==> src/rtl/divq_pkg.sv <==
// Shared types for the iterative divider.
// Assumes op_mode bit 1 selects the long form and bit 0 selects signed.
package divq_pkg;
    typedef enum logic [1:0] {
        ST_IDLE = 2'd0,
        ST_RUN  = 2'd1,
        ST_FIN  = 2'd2
    } div_state_e;

    typedef struct packed {
        logic is_long;
        logic is_signed;
    } div_mode_t;
endpackage

==> src/rtl/divq_prep.sv <==
// Operand preparation: takes the signs and magnitudes of dividend and divisor
// and detects a zero divisor. The word-form dividend magnitude is placed in
// the upper half, so that DATA_W shift steps produce its quotient.
// Assumes DATA_W is even.
module divq_prep #(
    parameter int unsigned DATA_W = 32
) (
    input  divq_pkg::div_mode_t      mode,
    input  logic [DATA_W-1:0]        dvd_hi,
    input  logic [DATA_W-1:0]        dvd_lo,
    input  logic [DATA_W-1:0]        dvs,
    output logic [2*DATA_W-1:0]      dvd_mag,
    output logic [DATA_W-1:0]        dvs_mag,
    output logic                     q_neg,
    output logic                     r_neg,
    output logic                     dvs_zero
);
    localparam int unsigned HALF_W = DATA_W / 2;
    localparam int unsigned DBL_W  = 2 * DATA_W;

    logic [DBL_W-1:0]  full_dvd;
    logic [DBL_W-1:0]  full_neg;
    logic [DATA_W-1:0] lo_neg;
    logic [DATA_W-1:0] dvs_neg;
    logic [HALF_W-1:0] short_dvs;
    logic [HALF_W-1:0] short_neg;
    logic              dvd_sign;
    logic              dvs_sign;

    // Select the sign and magnitude of each operand for the chosen form.
    always_comb begin
        full_dvd  = {dvd_hi, dvd_lo};
        full_neg  = -full_dvd;
        lo_neg    = -dvd_lo;
        dvs_neg   = -dvs;
        short_dvs = dvs[HALF_W-1:0];
        short_neg = -short_dvs;
        if (mode.is_long) begin
            dvd_sign = mode.is_signed & dvd_hi[DATA_W-1];
            dvs_sign = mode.is_signed & dvs[DATA_W-1];
            dvd_mag  = dvd_sign ? full_neg : full_dvd;
            dvs_mag  = dvs_sign ? dvs_neg : dvs;
            dvs_zero = (dvs == '0);
        end else begin
            dvd_sign = mode.is_signed & dvd_lo[DATA_W-1];
            dvs_sign = mode.is_signed & short_dvs[HALF_W-1];
            dvd_mag  = {(dvd_sign ? lo_neg : dvd_lo), {DATA_W{1'b0}}};
            dvs_mag  = {{(DATA_W-HALF_W){1'b0}}, (dvs_sign ? short_neg : short_dvs)};
            dvs_zero = (short_dvs == '0);
        end
        q_neg = dvd_sign ^ dvs_sign;
        r_neg = dvd_sign;
    end
endmodule

==> src/rtl/divq_core.sv <==
// Restoring shift-subtract divider core. Each step retires one quotient bit.
// Assumes dvs_in is nonzero whenever steps are issued after a load.
module divq_core #(
    parameter int unsigned DATA_W = 32
) (
    input  logic                    clk,
    input  logic                    rst_n,
    input  logic                    load,
    input  logic                    step,
    input  logic [2*DATA_W-1:0]     dvd_in,
    input  logic [DATA_W-1:0]       dvs_in,
    output logic [2*DATA_W-1:0]     quo,
    output logic [DATA_W-1:0]       rem
);
    localparam int unsigned DBL_W = 2 * DATA_W;

    logic [DBL_W-1:0]  quo_q;
    logic [DATA_W-1:0] rem_q;
    logic [DATA_W-1:0] dvs_q;
    logic [DATA_W:0]   trial;
    logic [DATA_W:0]   diff;

    // Form the next partial remainder and test it against the divisor.
    always_comb begin
        trial = {rem_q, quo_q[DBL_W-1]};
        diff  = trial - {1'b0, dvs_q};
    end

    // Load operands, or shift one bit and subtract when it fits.
    always_ff @(posedge clk) begin
        if (!rst_n) begin
            quo_q <= '0;
            rem_q <= '0;
            dvs_q <= '0;
        end else if (load) begin
            quo_q <= dvd_in;
            rem_q <= '0;
            dvs_q <= dvs_in;
        end else if (step) begin
            if (!diff[DATA_W]) begin
                rem_q <= diff[DATA_W-1:0];
                quo_q <= {quo_q[DBL_W-2:0], 1'b1};
            end else begin
                rem_q <= trial[DATA_W-1:0];
                quo_q <= {quo_q[DBL_W-2:0], 1'b0};
            end
        end
    end

    assign quo = quo_q;
    assign rem = rem_q;

    AST_REM_BELOW_DIVISOR: assert property (@(posedge clk) disable iff (!rst_n)
        step |=> (rem_q < dvs_q));
endmodule

==> src/rtl/divq_fmt.sv <==
// Result formatting: applies signs, detects overflow at the destination
// width, packs the word-form result and derives N and Z.
// Assumes quo holds the unsigned quotient magnitude and rem the remainder magnitude.
module divq_fmt #(
    parameter int unsigned DATA_W = 32
) (
    input  divq_pkg::div_mode_t      mode,
    input  logic [2*DATA_W-1:0]      quo,
    input  logic [DATA_W-1:0]        rem,
    input  logic                     q_neg,
    input  logic                     r_neg,
    output logic                     ovf,
    output logic [DATA_W-1:0]        q_word,
    output logic [DATA_W-1:0]        r_word,
    output logic                     res_n,
    output logic                     res_z
);
    localparam int unsigned HALF_W = DATA_W / 2;
    localparam int unsigned DBL_W  = 2 * DATA_W;
    localparam logic [DBL_W-1:0] W_POS_MAX = {{(DBL_W-HALF_W+1){1'b0}}, {(HALF_W-1){1'b1}}};
    localparam logic [DBL_W-1:0] W_NEG_LIM = W_POS_MAX + 1'b1;
    localparam logic [DBL_W-1:0] L_POS_MAX = {{(DBL_W-DATA_W+1){1'b0}}, {(DATA_W-1){1'b1}}};
    localparam logic [DBL_W-1:0] L_NEG_LIM = L_POS_MAX + 1'b1;

    logic [DBL_W-1:0]  q_val;
    logic [DATA_W-1:0] r_val;

    // Restore signs on quotient and remainder.
    always_comb begin
        q_val = q_neg ? -quo : quo;
        r_val = r_neg ? -rem : rem;
    end

    // Range test against the destination width for the selected form.
    always_comb begin
        if (mode.is_long) begin
            if (mode.is_signed) ovf = q_neg ? (quo > L_NEG_LIM) : (quo > L_POS_MAX);
            else                ovf = |quo[DBL_W-1:DATA_W];
        end else begin
            if (mode.is_signed) ovf = q_neg ? (quo > W_NEG_LIM) : (quo > W_POS_MAX);
            else                ovf = |quo[DBL_W-1:HALF_W];
        end
    end

    // Pack the destination words and derive N and Z from the quotient.
    always_comb begin
        r_word = r_val;
        if (mode.is_long) begin
            q_word = q_val[DATA_W-1:0];
            res_n  = q_val[DATA_W-1];
            res_z  = (q_val[DATA_W-1:0] == '0);
        end else begin
            q_word = {r_val[HALF_W-1:0], q_val[HALF_W-1:0]};
            res_n  = q_val[HALF_W-1];
            res_z  = (q_val[HALF_W-1:0] == '0);
        end
    end
endmodule

==> src/rtl/divq_flags_unit.sv <==
// Multi-cycle divider with flag generation. It accepts an operation when
// idle, runs DATA_W or 2*DATA_W shift steps, and reports the writes, flags
// and any divide-by-zero trap with a one-cycle done pulse.
// Assumes the caller keeps start low until done, but tolerates pulses in between.
module divq_flags_unit #(
    parameter int unsigned DATA_W = 32
) (
    input  logic              clk,
    input  logic              rst_n,
    input  logic              start,
    input  logic [1:0]        op_mode,
    input  logic [DATA_W-1:0] dvd_hi,
    input  logic [DATA_W-1:0] dvd_lo,
    input  logic [DATA_W-1:0] divisor,
    input  logic              same_dst,
    input  logic              cur_n,
    input  logic              cur_z,
    input  logic              cur_v,
    output logic              done,
    output logic              dz_trap,
    output logic              wr_q_en,
    output logic [DATA_W-1:0] wr_q_data,
    output logic              wr_r_en,
    output logic [DATA_W-1:0] wr_r_data,
    output logic              flag_n,
    output logic              flag_z,
    output logic              flag_v,
    output logic              flag_c
);
    import divq_pkg::*;

    localparam int unsigned DBL_W = 2 * DATA_W;
    localparam int unsigned CNT_W = $clog2(DBL_W) + 1;
    localparam logic [CNT_W-1:0] LAST_LONG = CNT_W'(DBL_W - 1);
    localparam logic [CNT_W-1:0] LAST_WORD = CNT_W'(DATA_W - 1);

    div_state_e        state_q;
    div_mode_t         mode_in;
    div_mode_t         mode_q;
    logic [CNT_W-1:0]  cnt_q;
    logic [CNT_W-1:0]  last_step;
    logic              q_neg_q, r_neg_q, zero_q, same_q;
    logic              cn_q, cz_q, cv_q;
    logic [DBL_W-1:0]  prep_dvd;
    logic [DATA_W-1:0] prep_dvs;
    logic              prep_qneg, prep_rneg, prep_zero;
    logic [DBL_W-1:0]  core_quo;
    logic [DATA_W-1:0] core_rem;
    logic              fmt_ovf, fmt_n, fmt_z;
    logic [DATA_W-1:0] fmt_q, fmt_r;
    logic              accept;

    assign mode_in   = div_mode_t'(op_mode);
    assign accept    = (state_q == ST_IDLE) && start;
    assign last_step = mode_q.is_long ? LAST_LONG : LAST_WORD;

    divq_prep #(.DATA_W(DATA_W)) u_prep (
        .mode     (mode_in),
        .dvd_hi   (dvd_hi),
        .dvd_lo   (dvd_lo),
        .dvs      (divisor),
        .dvd_mag  (prep_dvd),
        .dvs_mag  (prep_dvs),
        .q_neg    (prep_qneg),
        .r_neg    (prep_rneg),
        .dvs_zero (prep_zero)
    );

    divq_core #(.DATA_W(DATA_W)) u_core (
        .clk    (clk),
        .rst_n  (rst_n),
        .load   (accept),
        .step   (state_q == ST_RUN),
        .dvd_in (prep_dvd),
        .dvs_in (prep_dvs),
        .quo    (core_quo),
        .rem    (core_rem)
    );

    divq_fmt #(.DATA_W(DATA_W)) u_fmt (
        .mode   (mode_q),
        .quo    (core_quo),
        .rem    (core_rem),
        .q_neg  (q_neg_q),
        .r_neg  (r_neg_q),
        .ovf    (fmt_ovf),
        .q_word (fmt_q),
        .r_word (fmt_r),
        .res_n  (fmt_n),
        .res_z  (fmt_z)
    );

    // Sequence control: capture the operation, count steps, finish.
    always_ff @(posedge clk) begin
        if (!rst_n) begin
            state_q <= ST_IDLE;
            cnt_q   <= '0;
            mode_q  <= '0;
            q_neg_q <= 1'b0;
            r_neg_q <= 1'b0;
            zero_q  <= 1'b0;
            same_q  <= 1'b0;
            cn_q    <= 1'b0;
            cz_q    <= 1'b0;
            cv_q    <= 1'b0;
        end else begin
            case (state_q)
                ST_IDLE: begin
                    if (start) begin
                        mode_q  <= mode_in;
                        q_neg_q <= prep_qneg;
                        r_neg_q <= prep_rneg;
                        zero_q  <= prep_zero;
                        same_q  <= same_dst;
                        cn_q    <= cur_n;
                        cz_q    <= cur_z;
                        cv_q    <= cur_v;
                        cnt_q   <= '0;
                        state_q <= prep_zero ? ST_FIN : ST_RUN;
                    end
                end
                ST_RUN: begin
                    cnt_q <= cnt_q + 1'b1;
                    if (cnt_q == last_step) state_q <= ST_FIN;
                end
                default: state_q <= ST_IDLE;
            endcase
        end
    end

    // Result registers: report writes, flags and trap for one cycle.
    always_ff @(posedge clk) begin
        if (!rst_n) begin
            done      <= 1'b0;
            dz_trap   <= 1'b0;
            wr_q_en   <= 1'b0;
            wr_r_en   <= 1'b0;
            wr_q_data <= '0;
            wr_r_data <= '0;
            flag_n    <= 1'b0;
            flag_z    <= 1'b0;
            flag_v    <= 1'b0;
            flag_c    <= 1'b0;
        end else begin
            done    <= 1'b0;
            dz_trap <= 1'b0;
            wr_q_en <= 1'b0;
            wr_r_en <= 1'b0;
            if (state_q == ST_FIN) begin
                done   <= 1'b1;
                flag_c <= 1'b0;
                if (zero_q) begin
                    dz_trap <= 1'b1;
                    flag_n  <= cn_q;
                    flag_z  <= cz_q;
                    flag_v  <= cv_q;
                end else if (fmt_ovf) begin
                    flag_n <= cn_q;
                    flag_z <= 1'b0;
                    flag_v <= 1'b1;
                end else begin
                    wr_q_en   <= 1'b1;
                    wr_r_en   <= mode_q.is_long & ~same_q;
                    wr_q_data <= fmt_q;
                    wr_r_data <= fmt_r;
                    flag_n    <= fmt_n;
                    flag_z    <= fmt_z;
                    flag_v    <= 1'b0;
                end
            end
        end
    end

    AST_TRAP_NO_WRITE: assert property (@(posedge clk) disable iff (!rst_n)
        dz_trap |-> (done && !wr_q_en && !wr_r_en));
    AST_OVF_NO_WRITE: assert property (@(posedge clk) disable iff (!rst_n)
        (done && flag_v && !dz_trap) |-> (!wr_q_en && !wr_r_en && !flag_z));
    AST_REM_WRITE_PAIRED: assert property (@(posedge clk) disable iff (!rst_n)
        wr_r_en |-> wr_q_en);
    AST_DONE_SINGLE: assert property (@(posedge clk) disable iff (!rst_n)
        done |=> !done);
    AST_WRITES_ONLY_WITH_DONE: assert property (@(posedge clk) disable iff (!rst_n)
        (wr_q_en || dz_trap) |-> done);
endmodule

==> config.mk <==
export PLATFORM = sky130hd
export DESIGN_NAME = divq_flags_unit
export DESIGN_NICKNAME = d
export VERILOG_FILES = /design/src/rtl/divq_pkg.sv /design/src/rtl/divq_prep.sv /design/src/rtl/divq_core.sv /design/src/rtl/divq_fmt.sv /design/src/rtl/divq_flags_unit.sv
export SDC_FILE = /design/constraint.sdc
export NUM_CORES = 1
export LEC_CHECK = 0
export BUFFER_PORTS_ARGS = -buffer_cell sky130_fd_sc_hd__buf_4
export CAP_MARGIN = 15
export CORE_MARGIN = 10
export CORE_UTILIZATION = 40
export DETAILED_ROUTE_END_ITERATION = 8
export MAX_ROUTING_LAYER = met4
export PLACE_DENSITY = 0.69
export SLEW_MARGIN = 15
export SYNTH_ARGS = -nofsm -noshare
export SYNTH_HDL_FRONTEND = slang
export SYNTH_SLANG_ARGS = --single-unit
==> constraint.sdc <==
create_clock -name clk -period 4.25 [get_ports clk]
set_input_delay 0.2125 -clock clk [delete_from_list [all_inputs] [get_ports clk]]
set_output_delay 0.2125 -clock clk [all_outputs]
set_load 0.05 [all_outputs]
### Word level (Yosys, flattened, before mapping)

Cells that the tools add are included.

| storage, ports and cells | value |
|---|---|
| bits in registers | 217 |
| input port bits | 105 |
| output and inout bits | 72 |
| word-level logic and storage cells | 108 |

| cells by class | value |
|---|---|
| $add $sub $neg | 8 |
| order comparisons | 4 |
| equal/unequal tests | 5 |
| mux-type cells | 39 |
| bitwise operators | 11 |
| reductions and logical operators | 18 |

Operators with widths:

| kind | number |
|---|---|
| $mux 64 | 4 |
| $mux 32 | 7 |
| $neg 32->32 | 4 |
| $gt 64x15->1 const B | 1 |
| $gt 64x16->1 const B | 1 |
| $gt 64x31->1 const B | 1 |
| $gt 64x32->1 const B | 1 |
| $logic_not 32->1 | 2 |
| $neg 64->64 | 1 |
| $reduce_or 48->1 | 1 |
| $sub 33x32->33 | 1 |
| $logic_not 16->1 | 2 |
| $reduce_or 32->1 | 1 |
| $mux 1 | 20 |
| $mux 16 | 1 |
| $neg 16->16 | 1 |
| $pmux 7 s2 | 1 |
| $reduce_and 2->1 | 4 |
| $add 7x1->7 const B | 1 |
| $eq 7x6->1 | 1 |
| $mux 7 | 1 |
| $mux 2 | 3 |
| $mux 6 | 1 |
| $and 1x1->1 | 5 |
| other kinds (13) | 19 |

### Longest topological paths before layout

| depth | value |
|---|---|
| depth after elaboration | 6 |
| gate-level depth with buffers | 13 |

### By module

A second synthesis with hierarchy kept.

| second synthesis, totals | value |
|---|---|
| cells, all modules | 2082 |
| area, all modules | 16116.7 µm² |

By module, submodules not included:

| module | times used | cells each | area an instance (µm²) | sequential area each (µm²) |
|---|---|---|---|---|
| divq_core | 1 | 818 | 7362.1 | 2562.5 |
| divq_prep | 1 | 565 | 3475.8 | 0.0 |
| divq_flags_unit | 1 | 398 | 3254.4 | 1781.7 |
| divq_fmt | 1 | 301 | 2024.4 | 0.0 |

### Least setup slack after synthesis

OpenSTA, ideal clock, no wires.

| timing | value |
|---|---|
| path type | register to register |
| start | register u_core.rem_q[14] (netlist: u_core.rem[14]) |
| end | register u_core.rem_q[29] (netlist: u_core.rem[29]) |
| library setup time | 0.070 ns |
| data arrival time | 2.868 ns |
| data required time | 4.180 ns |
| path slack | 1.312 ns |
| stages on the path, launching flop included | 13 |
| buffers on the path | 3 |
| clock period less this slack | 2.938 ns |
| cells stage by stage | dfxtp_1 -> ha_1 -> clkbuf_1 -> a21oi_1 -> o21ai_0 -> a32oi_1 -> a21bo_2 -> o21a_1 -> xnor2_1 -> clkbuf_1 -> buf_1 -> a21oi_1 -> a21oi_1 |

| between the ends | value |
|---|---|
| cells in the longest elaborated chain, start to end | 2 |

RTL lines:

| item | RTL line | text |
|---|---|---|
| start, declared | divq_core.sv:18 | `logic [DATA_W-1:0] rem_q;` |
| start signal, assigned | divq_core.sv:41 | `rem_q <= diff[DATA_W-1:0];` |
| start signal, assigned | divq_core.sv:44 | `rem_q <= trial[DATA_W-1:0];` |
| $sub 33x32->33 | divq_core.sv:26 | `diff = trial - {1'b0, dvs_q};` |
| $mux 32 | divq_core.sv:40 | `if (!diff[DATA_W]) begin` |

Every way passes these cells.
A chain may end at the register's enable or synchronous reset.

### Worst setup path after layout

| timing | value |
|---|---|
| start | register u_core.quo_q[0] (netlist: u_core.quo[0]) |
| end | register flag_z |

| between the ends | value |
|---|---|
| cells in the longest elaborated chain, start to end | 6 |
| elaborated cells between the ends (all ways) | 16 |

RTL lines:

| item | RTL line | text |
|---|---|---|
| start, declared | divq_core.sv:17 | `logic [DBL_W-1:0] quo_q;` |
| start signal, assigned | divq_core.sv:36 | `quo_q <= dvd_in;` |
| start signal, assigned | divq_core.sv:42 | `quo_q <= {quo_q[DBL_W-2:0], 1'b1};` |
| start signal, assigned | divq_core.sv:45 | `quo_q <= {quo_q[DBL_W-2:0], 1'b0};` |
| $neg 32->32, or another cell as far along | divq_fmt.sv:30 | `q_val = q_neg ? -quo : quo;` |
| $mux 32, or another cell as far along | divq_fmt.sv:30 |  |
| $logic_not 32->1, or another cell as far along | divq_fmt.sv:51 | `res_z = (q_val[DATA_W-1:0] == '0);` |
| $mux 1 (on tied branches) | divq_fmt.sv:48, divq_fmt.sv:36 |  |
| $mux 1 * | divq_flags_unit.sv:157 | `end else if (fmt_ovf) begin` |
| $mux 1 * | divq_flags_unit.sv:152 | `if (zero_q) begin` |
| end signal, assigned | divq_flags_unit.sv:155 | `flag_z <= cz_q;` |
| end signal, assigned | divq_flags_unit.sv:167 | `flag_z <= fmt_z;` |
| end, declared | divq_flags_unit.sv:26 | `output logic flag_z,` |

Mark *: on every way between the ends. The rest lies on a longest branch, timed or not.

==> out/results.ini <==
[timing]
fmax_mhz=294
period_share_pct=80.1
worst_slew_pin_slew_ns=1.07
drv_slew=0
layout_setup_ws_ns=0.845
max-slew-margin-rel_pct=28.7
tns_ns=0
holdWs_ns=0.00744
skew_ns=0.0199
setup_viol=0
rsz0062_at_grt=no
finalCriticalPeriod_ns=3.41
hold_violations=0

[synthesis]
synth_cells=1917
synth_edf_count=0
synth-seq-cells=217
synthArstFlopShare_pct=0
synth_seq_area_share_pct=29.3
yosysWarnings=0
synth_nets=2060
netlist_area_mm2=0.0148
ys_types=81
synth.avg_cell_area_um2=7.74
synth_flop_cell=dfxtp_1

[drt]
via_count=14700
firstDrtPassIters=7
routed_via_density=5.88
drc=0
wirelength_um=49900
routedWlPerCell_um=19.9
drt-initial-drc-count=1447
ant_nets=0

[setup_path]
r2r_slack_ns=0.84
worst_path_largest_cell_delay_ns=0.49
reg2reg_to=flag_z
critPathArrivalTime_ns=3.87
crit_type=flip-flop to flip-flop
r2r-start=u_core.quo[0]
critPathCaptureType=flip-flop
critical_path_required_ns=4.71
cp_max_fo=7
cp_cell_sequence=inv_1, ha_1, nor4b_4, nand3_2, or3_1, o31a_1, o32ai_1, o211ai_1, o41ai_1, nand4_1, a31oi_1
cp_slowest_cell=or3_1
startpoint_type=flip-flop
r2r_cells=11

[placed_design]
finalWeightedCongestion=0.931
dp_slack_ns=0.846
dp_hpwl_um=38000
io_buffers=175

[global_routing]
grt_max_degree=78
antenna_found_initial=0
grt_pass1_vias=13800
grt-ovfl-total=0
grt_use_total_pct=21.9
grt_pass1_wl_um=78400

[cells_and_area]
layout_commonest_cell=dfxtp_1
synthToLayoutAreaGrowth_pct=17.9
layout-drive-gt1-share_pct=13.4
fillers=3593
layout_common_cells=217 x dfxtp_1, 200 x buf_4, 196 x nand2_1
fin_nets=2166
diodes=0

[floorplan]
io_pins=177
core_area_mm2=0.0366
fp.dieH_um=213
start_util_pct=40.5
rows=70
die_area_mm2=0.0452
die_w_um=213

[pwr]
leakage_nw=7.27
ir_worst_vdd_v=0.000313
power_density_mw_per_mm2=409

[worst_hold_path]
hold_end=u_core.quo[45]
hp-start=dvd_hi[13]
hold_depth=3
hold_path_class=input pin to flip-flop

[clock_tree]
clk_latency_ns=0.53
cts.sink_count=217
cts_max_level=1
cts_tree=done
cts_buffers=25
cts_root_buf=clkbuf_16
cts_resized=0
path_clk_slew_ns=0.06
cts_max_path_buffers=3

[run]
timing.max_cap.violations=0

[status]
status=completed

==> synthesized netlist by cell type (13+ instances only) <==
library cell	number	share of area (%)
a21boi_0	28	1.4
and3_1	15	0.63
nand3_1	31	1.0
a21o_1	15	0.76
nand2b_1	19	0.80
nor3b_1	36	1.8
or4_1	15	0.76
ha_1	37	3.1
xnor2_1	87	5.1
a221oi_1	40	2.4
and2_1	22	0.93
o211ai_1	19	0.96
inv_1	57	1.4
buf_2	16	0.54
a21oi_1	123	4.1
nor2b_1	19	0.80
xor2_1	111	6.6
or3_1	25	1.1
dfxtp_1	217	29
mux2i_1	21	1.4
o22ai_1	17	0.72
nor3_1	38	1.3
nor2_1	177	4.5
o31ai_1	34	1.7
nand2_1	196	5.0
a31oi_1	13	0.55
nor4_1	23	0.97
clkbuf_1	113	2.9
o21ai_0	147	5.0
o41ai_1	20	1.2
o211a_1	47	3.2
==> kinds of logic after synthesis <==
kind of cell               synth area share (%)
and+or+nand+nor                            22.1
DFF                                        29.3
other                                    0.0253
xor gates and xnor gates                   11.7
buffers and inverters                      5.28
adders and majority gates                  3.26
AOI/OAI and AO/OA                          26.8
muxes                                      1.57
==> final cells by class <==
class,instances,area (µm²),area share [%]
sequential,217,4340,24.8
clock inverter,17,258,1.47
multi-input combinational,1501,9720,55.6
timing repair buffer,220,1720,9.84
tap,468,586,3.35
clock buffer,28,647,3.70
inverter,58,218,1.24
==> worst max-delay path: cells and delay by family, from the launching register on <==
family	cells	cell delay, ns
AOI/OAI and AO/OA	5	1.33
and+or+nand+nor	4	1.23
adders and majority gates	1	0.26
DFF	1	0.40
buffers and inverters	1	0.14
==> registers in the layout, summed over array words and instances (netlist names), 2 cells and up <==
signal and count:
u_core.quo 64, mode_q 2, u_core.dvs_q 32, wr_r_data 32, wr_q_data 32, cnt_q 7
u_core.rem 32, state_q 2
==> where the power goes <==
| group | switching, mW | total (mW) | internal, mW |
|---|---|---|---|
| Sequential | 0.210 | 2.37 | 2.16 |
| Combinational | 1.46 | 2.40 | 0.945 |
| Clock | 0.913 | 2.38 | 1.46 |
| Total | 2.58 | 7.15 | 4.57 |
==> per-stage QoR <==
step	power, mW	util [%]	cells	cell area (µm²)
floorplan	4.04	-	1917	14800
global placement	4.75	44.8	2446	16400
detailed placement	4.76	44.8	2446	16400
CTS	7.15	47.8	2509	17500
global route	7.54	47.8	2509	17500
finish	7.15	47.8	2509	17500
==> routing by layer <==
metal	track usage (%)	vias up	part of all wire, %
met1	30.6	7008	47
li1	-	7159	-
met4	4.46	0	1.7
met5	-	-	0
met2	33.5	522	44
met3	2.33	55	7.0
==> how the worst max path moves through the flow <==
stage | from | to | cells after the start
final | u_core.quo[0] | flag_z | 11
after CTS | u_core.quo[0] | flag_z | 11
after detailed placement | u_core.quo[0] | flag_z | 11
after global placement | u_core.quo[0] | flag_z | 11
after floorplan | u_core.rem[14] | u_core.rem[29] | 12
after global routing | u_core.quo[0] | flag_z | 11
==> repair_timing <==
action	4_1_cts	5_1_grt
hold buffers	18	0
setup endpoints to repair	0	0
buffers inserted	0	0
hold endpoints to repair	18	0
Power figures use the tool's default switching activity.
